--- config.mk ---
export PLATFORM = sky130hd
export DESIGN_NAME = ocu_pin_unit
export DESIGN_NICKNAME = d
export VERILOG_FILES = /design/src/rtl/ocu_pkg.sv /design/src/rtl/ocu_level_reg.sv /design/src/rtl/ocu_pin_route.sv /design/src/rtl/ocu_pin_unit.sv
export SDC_FILE = /design/constraint.sdc
export NUM_CORES = 1
export LEC_CHECK = 0
export CAP_MARGIN = 10
export CELL_PAD_IN_SITES_DETAIL_PLACEMENT = 1
export CELL_PAD_IN_SITES_GLOBAL_PLACEMENT = 1
export CORE_UTILIZATION = 16
export DETAILED_ROUTE_END_ITERATION = 7
export GPL_ROUTABILITY_DRIVEN = 0
export PLACE_DENSITY_LB_ADDON = 0.1
export REMOVE_ABC_BUFFERS = 1
export SYNTH_ARGS = -nofsm -noshare
export SYNTH_HDL_FRONTEND = slang
export SYNTH_SLANG_ARGS = --single-unit
--- constraint.sdc ---
create_clock -name clk -period 1.3 [get_ports clk]
set_clock_uncertainty 0.05 [all_clocks]
set_input_delay 0.325 -clock clk [delete_from_list [all_inputs] [get_ports clk]]
set_output_delay 0.325 -clock clk [all_outputs]
set_load 0.05 [all_outputs]
--- src/rtl/ocu_pkg.sv ---
package ocu_pkg;

    typedef enum logic [1:0] {
        ACT_KEEP   = 2'b00,
        ACT_INVERT = 2'b01,
        ACT_LOW    = 2'b10,
        ACT_HIGH   = 2'b11
    } ocu_action_e;

    typedef struct packed {
        logic level;
    } ocu_state_t;

    function automatic logic ocu_apply(input ocu_action_e act, input logic cur);
        logic nxt;
        case (act)
            ACT_INVERT: nxt = ~cur;
            ACT_LOW:    nxt = 1'b0;
            ACT_HIGH:   nxt = 1'b1;
            default:    nxt = cur;
        endcase
        return nxt;
    endfunction

endpackage

--- src/rtl/ocu_level_reg.sv ---
module ocu_level_reg
    import ocu_pkg::*;
(
    input  logic       clk,
    input  logic       rst_n,
    input  logic       trig_i,
    input  logic [1:0] action_i,
    input  logic       preset_en_i,
    input  logic       preset_val_i,
    output logic       level_o
);

    ocu_state_t st_d, st_q;

    always_comb begin
        st_d = st_q;
        if (preset_en_i) begin
            st_d.level = preset_val_i;
        end else if (trig_i) begin
            st_d.level = ocu_apply(ocu_action_e'(action_i), st_q.level);
        end
    end

    always_ff @(posedge clk or negedge rst_n) begin
        if (!rst_n) begin
            st_q <= '0;
        end else begin
            st_q <= st_d;
        end
    end

    assign level_o = st_q.level;

endmodule

--- src/rtl/ocu_pin_route.sv ---
module ocu_pin_route
    import ocu_pkg::*;
(
    input  logic [1:0] action_i,
    input  logic       level_i,
    input  logic       port_data_i,
    input  logic       dir_i,
    output logic       pin_o,
    output logic       pin_oe_o
);

    logic override;

    always_comb begin
        override = (ocu_action_e'(action_i) != ACT_KEEP);
        pin_o    = override ? level_i : port_data_i;
        pin_oe_o = dir_i;
    end

endmodule

--- src/rtl/ocu_pin_unit.sv ---
module ocu_pin_unit #(
    parameter int CHANNELS = 2
) (
    input  logic                  clk,
    input  logic                  rst_n,
    input  logic [CHANNELS-1:0]   match_i,
    input  logic [CHANNELS-1:0]   force_i,
    input  logic [2*CHANNELS-1:0] action_i,
    input  logic [CHANNELS-1:0]   port_data_i,
    input  logic [CHANNELS-1:0]   dir_i,
    input  logic [CHANNELS-1:0]   preset_en_i,
    input  logic [CHANNELS-1:0]   preset_val_i,
    output logic [CHANNELS-1:0]   pin_o,
    output logic [CHANNELS-1:0]   pin_oe_o,
    output logic [CHANNELS-1:0]   level_o
);

    localparam int ACT_W = 2;

    logic [CHANNELS-1:0] trig;

    for (genvar c = 0; c < CHANNELS; c++) begin : g_ch
        assign trig[c] = match_i[c] | force_i[c];

        ocu_level_reg u_level (
            .clk          (clk),
            .rst_n        (rst_n),
            .trig_i       (trig[c]),
            .action_i     (action_i[ACT_W*c +: ACT_W]),
            .preset_en_i  (preset_en_i[c]),
            .preset_val_i (preset_val_i[c]),
            .level_o      (level_o[c])
        );

        ocu_pin_route u_route (
            .action_i    (action_i[ACT_W*c +: ACT_W]),
            .level_i     (level_o[c]),
            .port_data_i (port_data_i[c]),
            .dir_i       (dir_i[c]),
            .pin_o       (pin_o[c]),
            .pin_oe_o    (pin_oe_o[c])
        );
    end

endmodule

# Word level (Yosys, flattened, before mapping)
# Index checks and enable logic that the tools add are counted.
# totals
ff_bits,2
inputBits,18
out_inout_bits,6
wordCells,28
# op_classes
n_eq_ne,6
mux,8
n_bitwise,4
n_reduce_logical,8
# op_table
operator,count
"== test 2 bit, second input constant",4
nonzero test 2 bit,4
nonzero test 4 bit,2
2-to-1 mux 1 bit,6
one-hot mux 1 bit (3 select lines),2
"== test 2 x 1 -> 1 bit, second input constant",2
AND reduction 2 bit,2
NOT 1 bit,2
bitwise OR 1 bit,2

# Depth between registers and ports, before layout
# logic_depth
ltp_word,4
depth_mapped,4
ltp_nobuf,3

# By module
# A second synthesis with hierarchy kept.
# unflattened
cells_unflattened,24
area_unflattened_um2,215.2
# modules_own_cells
module,instances,cells_each,area_each_um2,seq_area_each_um2
ocu_level_reg,2,8,78.8,25.0
ocu_pin_route,2,3,22.5,0.0
ocu_pin_unit,1,2,12.5,0.0

# Worst setup path before layout
# Ideal clock, no wire load.
# synth_path
kind,input-to-output
startpoint,input action_i[2]
endpoint,output pin_o[1]
arrival_time_ns,0.919
path_slack_ns,0.006
path_stages,3
path_buffers,1
path_cell_list,nor2_1 > mux2_1 > buf_4
# synth_via
elab_chain_cells,2
# synth_lines
element,line,source
from (decl),ocu_pin_unit.sv:8,"input logic [2*CHANNELS-1:0] action_i,"
nonzero test 2 bit,ocu_pin_route.sv:15,override = (ocu_action_e'(action_i) != ACT_KEEP);
2-to-1 mux 1 bit,ocu_pin_route.sv:16,pin_o = override ? level_i : port_data_i;
to (decl),ocu_pin_unit.sv:13,"output logic [CHANNELS-1:0] pin_o,"
# No other way between the ends.

# Final worst setup path
# layout_path
startpoint,register g_ch[1].u_level.st_q
endpoint,output pin_o[1]
# layout_via
elab_chain_cells,1
# layout_lines
element,line,source
from (decl),ocu_level_reg.sv:13,"ocu_state_t st_d, st_q;"
from (signal assigned),ocu_level_reg.sv:28,st_q <= st_d;
2-to-1 mux 1 bit,ocu_pin_route.sv:16,
# No other way between the ends.

==> load_flow_metrics.sql <==
INSERT INTO impl_metrics (metric_group, metric, value, unit) VALUES
('outcome', 'outcome', 'complete, but fails checks', ''),
('outcome', 'violations', 'negative setup slack', ''),
('timing', 'actual_transition_at_the_worst_max_transition_pin', '0.1714', 'ns'),
('floorplanning', 'placementRows', '13', ''),
('timing', 'maxSlewViolCount', '0', ''),
('synthesis', 'post_synth_and_or_nand_nor_area_fraction', '19.21', '%'),
('synthesis', 'ys_types', '15', ''),
('timing', 'slew-limit-headroom', '88.25', '%'),
('drt', 'postRouteAntennaNets', '0', ''),
('floorplanning', 'start_util', '17.02', '%'),
('finish', 'area_delta_synth_final', '129.9', '%'),
('synthesis', 'synth_compound_gate_area_share', '26.55', '%'),
('drt', 'vias', '277', ''),
('synthesis', 'cell_count_after_synthesis', '27', ''),
('power', 'seq_power_share', '16.6', '%'),
('critical_path', 'timing.critical_path.to_type', 'output pin', ''),
('finish', 'share_of_final_layout_standard_cells_stronger_than_drive_strength_1', '50.98', '%'),
('timing', 'holdWs', '0.2039', 'ns'),
('power', 'pwr-share-comb', '51.5', '%'),
('synthesis', 'seq_area_frac_synth', '22.60', '%'),
('finish', 'diodes', '0', ''),
('synthesis', 'yosys.area_share.xor_xnor', '0', '%'),
('synthesis', 'synthMuxAreaShare', '9.605', '%'),
('synthesis', 'ys.warnings.count', '0', ''),
('global_route', 'gr-total-overflow', '0', ''),
('power', 'switchingPower', '0.1493', 'mW'),
('timing', 'final_min_period_over_clock_period', '108.7', '%'),
('floorplanning', 'core_region_area', '0.001301', 'sq mm'),
('power', 'cellInternalPower', '0.2988', 'mW'),
('clocking', 'cts.sink_count', '2', ''),
('clocking', 'clkLatencyLatePin', '0.23', 'ns'),
('global_route', 'grt.total_usage', '10.10', '%'),
('global_route', 'first_global_vias', '251', ''),
('global_route', 'first_pass_grt_wire_length', '986', 'um'),
('synthesis', 'per_instance_average_area_after_synthesis', '8.202', 'sq um'),
('drt', 'drcViolationCount', '0', ''),
('critical_path', 'cp-start-kind', 'flip-flop', ''),
('power', 'pwr-share-clk', '31.9', '%'),
('clocking', 'cts_root_buffer', 'sky130_fd_sc_hd__clkbuf_4', ''),
('finish', 'fin_cells', '66', ''),
('power', 'p_leak', '0.2357', 'nW'),
('flow_run', 'drv_cap', '0', ''),
('clocking', 'clkTransAtPathRegs', '0.03', 'ns'),
('placement', 'place.detailed.hpwl', '528.4', 'um'),
('placement', 'io_buffers', '19', ''),
('min_path', 'timing.hold.worst.class', 'in2async', ''),
('floorplanning', 'die_area', '0.001537', 'sq mm'),
('clocking', 'cts_tree', 'built', ''),
('global_route', 'antenna_violations_before_repair', '0', ''),
('synthesis', 'netlist_area', '221.5', 'sq um'),
('power', 'pwr_density_cell', '879.9', 'mW/mm^2'),
('floorplanning', 'io-pin-count', '24', ''),
('timing', 'fin_crit', '1.413', 'ns'),
('synthesis', 'synth_top_family_by_area', 'compound AO/OA/AOI/OAI gates', ''),
('drt', 'post_drt_via_cell_ratio', '4.197', ''),
('drt', 'dr.first_iter.drc_count', '3', ''),
('finish', 'mostFrequentLayoutCell', 'sky130_fd_sc_hd__clkdlybuf4s50_1', ''),
('power', 'vdd_drop_max', '0.5193', 'mV'),
('clocking', 'cts-buffers-inserted', '3', ''),
('placement', 'place.detailed.instances', '62', ''),
('global_route', 'grt_start_max_net_pins', '5', ''),
('critical_path', 'worst-path-max-fanout', '2', ''),
('finish', 'layout.cells.most_common_list', '9 x sky130_fd_sc_hd__clkdlybuf4s50_1, 7 x sky130_fd_sc_hd__buf_4, 3 x sky130_fd_sc_hd__clkbuf_4, 3 x sky130_fd_sc_hd__buf_12', ''),
('drt', 'route.final.wire_length', '705', 'um'),
('timing', 'max_freq', '0.7079', 'GHz'),
('critical_path', 'critPathArrivalTime', '1.04', 'ns'),
('timing', 'finalHoldViolations', '0', ''),
('timing', 'setup_viols_final', '2', ''),
('drt', 'wl_per_cell', '10.68', 'um'),
('power', 'sw_frac_of_total', '33.31', '%'),
('synthesis', 'synthAdderAreaFrac', '0', '%'),
('floorplanning', 'die_height', '39.21', 'um'),
('critical_path', 'required_time_at_the_endpoint_of_the_critical_path', '0.93', 'ns'),
('clocking', 'cts_buffer_depth', '2', ''),
('timing', 'setup_ws', '-0.1126', 'ns'),
('finish', 'layout.nets', '71', ''),
('drt', 'drt-pass1-iter-count', '2', ''),
('floorplanning', 'die_w', '39.21', 'um'),
('finish', 'largest_reg_flops', '2', ''),
('clocking', 'htree_levels', '1', ''),
('synthesis', 'synth_seq_cells', '2', ''),
('critical_path', 'worst-setup-path-type', 'reg2out', ''),
('timing', 'rsz0062_at_grt', 'yes', '');
power by group through the flow:
stage          clock (mW)  combinational, mW  sequential, mW
5_1_grt             0.157              0.243          0.0752
3_3_place_gp            0              0.212          0.0733
6_report            0.143              0.231          0.0745
3_5_place_dp            0              0.213          0.0737
2_1_floorplan           0             0.0564          0.0979
4_1_cts             0.155              0.227          0.0741
cells by family after synthesis:
logic type             count (synthesis)
AND/OR/NAND/NOR                        8
flip-flops                             2
AO/OA/AOI/OAI                          8
buffers and inverters                  7
multiplexers                           2
worst max-delay path, cell delays in order (launching register included):
cell and delay, ns:
sky130_fd_sc_hd__dfrtp_1 0.38, sky130_fd_sc_hd__mux2_4 0.28, sky130_fd_sc_hd__buf_8 0.15
timing repair:
item | 4_1_cts | 5_1_grt
pin swaps | 4 | 2
buffers inserted | 1 | 0
gates cloned | 0 | 0
setup endpoints to repair | 2 | 4
hold buffers | 0 | 0
resized for setup | 22 | 5
area by class of cell:
| class | instances | area (sq um) |
|---|---|---|
| Timing Repair Buffer | 27 | 266.5 |
| Multi-Input combinational cell | 18 | 147.6 |
| Inverter | 1 | 3.754 |
| Sequential cell | 2 | 50.05 |
| Fill cell | 158 | 792.0 |
| Clock buffer | 3 | 22.52 |
| Tap cell | 15 | 18.77 |
metal layers:
metal	track usage, %	part of all wire [%]	vias to the layer above
met4	10.34	2.1	0
met3	0	5.7	2
met1	10.92	42	123
li1	-	-	139
met5	0	0	-
met2	17.08	50	13
worst paths after layout:
path	from	to	slack [ns]	cells after the start
max reg2reg	g_ch[0].u_level.level_o	g_ch[0].u_level.level_o	0.21	4
min in group clk	action_i[2]	g_ch[1].u_level.level_o	0.55	4
max	g_ch[1].u_level.level_o	pin_o[1]	-0.11	2
max in group asynchronous	rst_n	g_ch[1].u_level.level_o	0.87	1
min reg2reg	g_ch[1].u_level.level_o	g_ch[1].u_level.level_o	0.75	3
min	rst_n	g_ch[0].u_level.level_o	0.20	1
stage by stage:
step / util (%) / setup slack (ns) / area, sq um / TNS [ns] / total power [mW]
final: 39.13 / -0.1126 / 509.2 / -0.1547 / 0.4481
after detailed placement: 35.77 / -0.4668 / 465.4 / -1.240 / 0.2870
after global routing: 39.13 / -0.1478 / 509.2 / -0.2407 / 0.4760
after floorplan: - / -0.9151 / 176.4 / -1.132 / 0.1543
after CTS: 38.65 / -0.1248 / 503.0 / -0.1943 / 0.4561
after global placement: 35.77 / -0.4527 / 465.4 / -1.199 / 0.2848
cell usage after synthesis:
| cell | instances | area, sq um |
|---|---|---|
| sky130_fd_sc_hd__a21oi_1 | 2 | 10.01 |
| sky130_fd_sc_hd__o22ai_2 | 1 | 12.51 |
| sky130_fd_sc_hd__o31ai_2 | 1 | 12.51 |
| sky130_fd_sc_hd__nand3b_1 | 1 | 7.510 |
| sky130_fd_sc_hd__o21ai_0 | 3 | 15.01 |
| sky130_fd_sc_hd__and2b_1 | 1 | 7.510 |
| sky130_fd_sc_hd__nor2_1 | 3 | 11.26 |
| sky130_fd_sc_hd__mux2_1 | 1 | 11.26 |
| sky130_fd_sc_hd__dfrtp_1 | 2 | 50.05 |
| sky130_fd_sc_hd__buf_4 | 6 | 45.04 |
| sky130_fd_sc_hd__and3b_1 | 1 | 8.760 |
| sky130_fd_sc_hd__mux2i_1 | 1 | 10.01 |
| sky130_fd_sc_hd__a22o_1 | 1 | 8.760 |
| sky130_fd_sc_hd__nand2_1 | 2 | 7.510 |
| sky130_fd_sc_hd__inv_1 | 1 | 3.750 |
(Power assumes the default switching activity.)
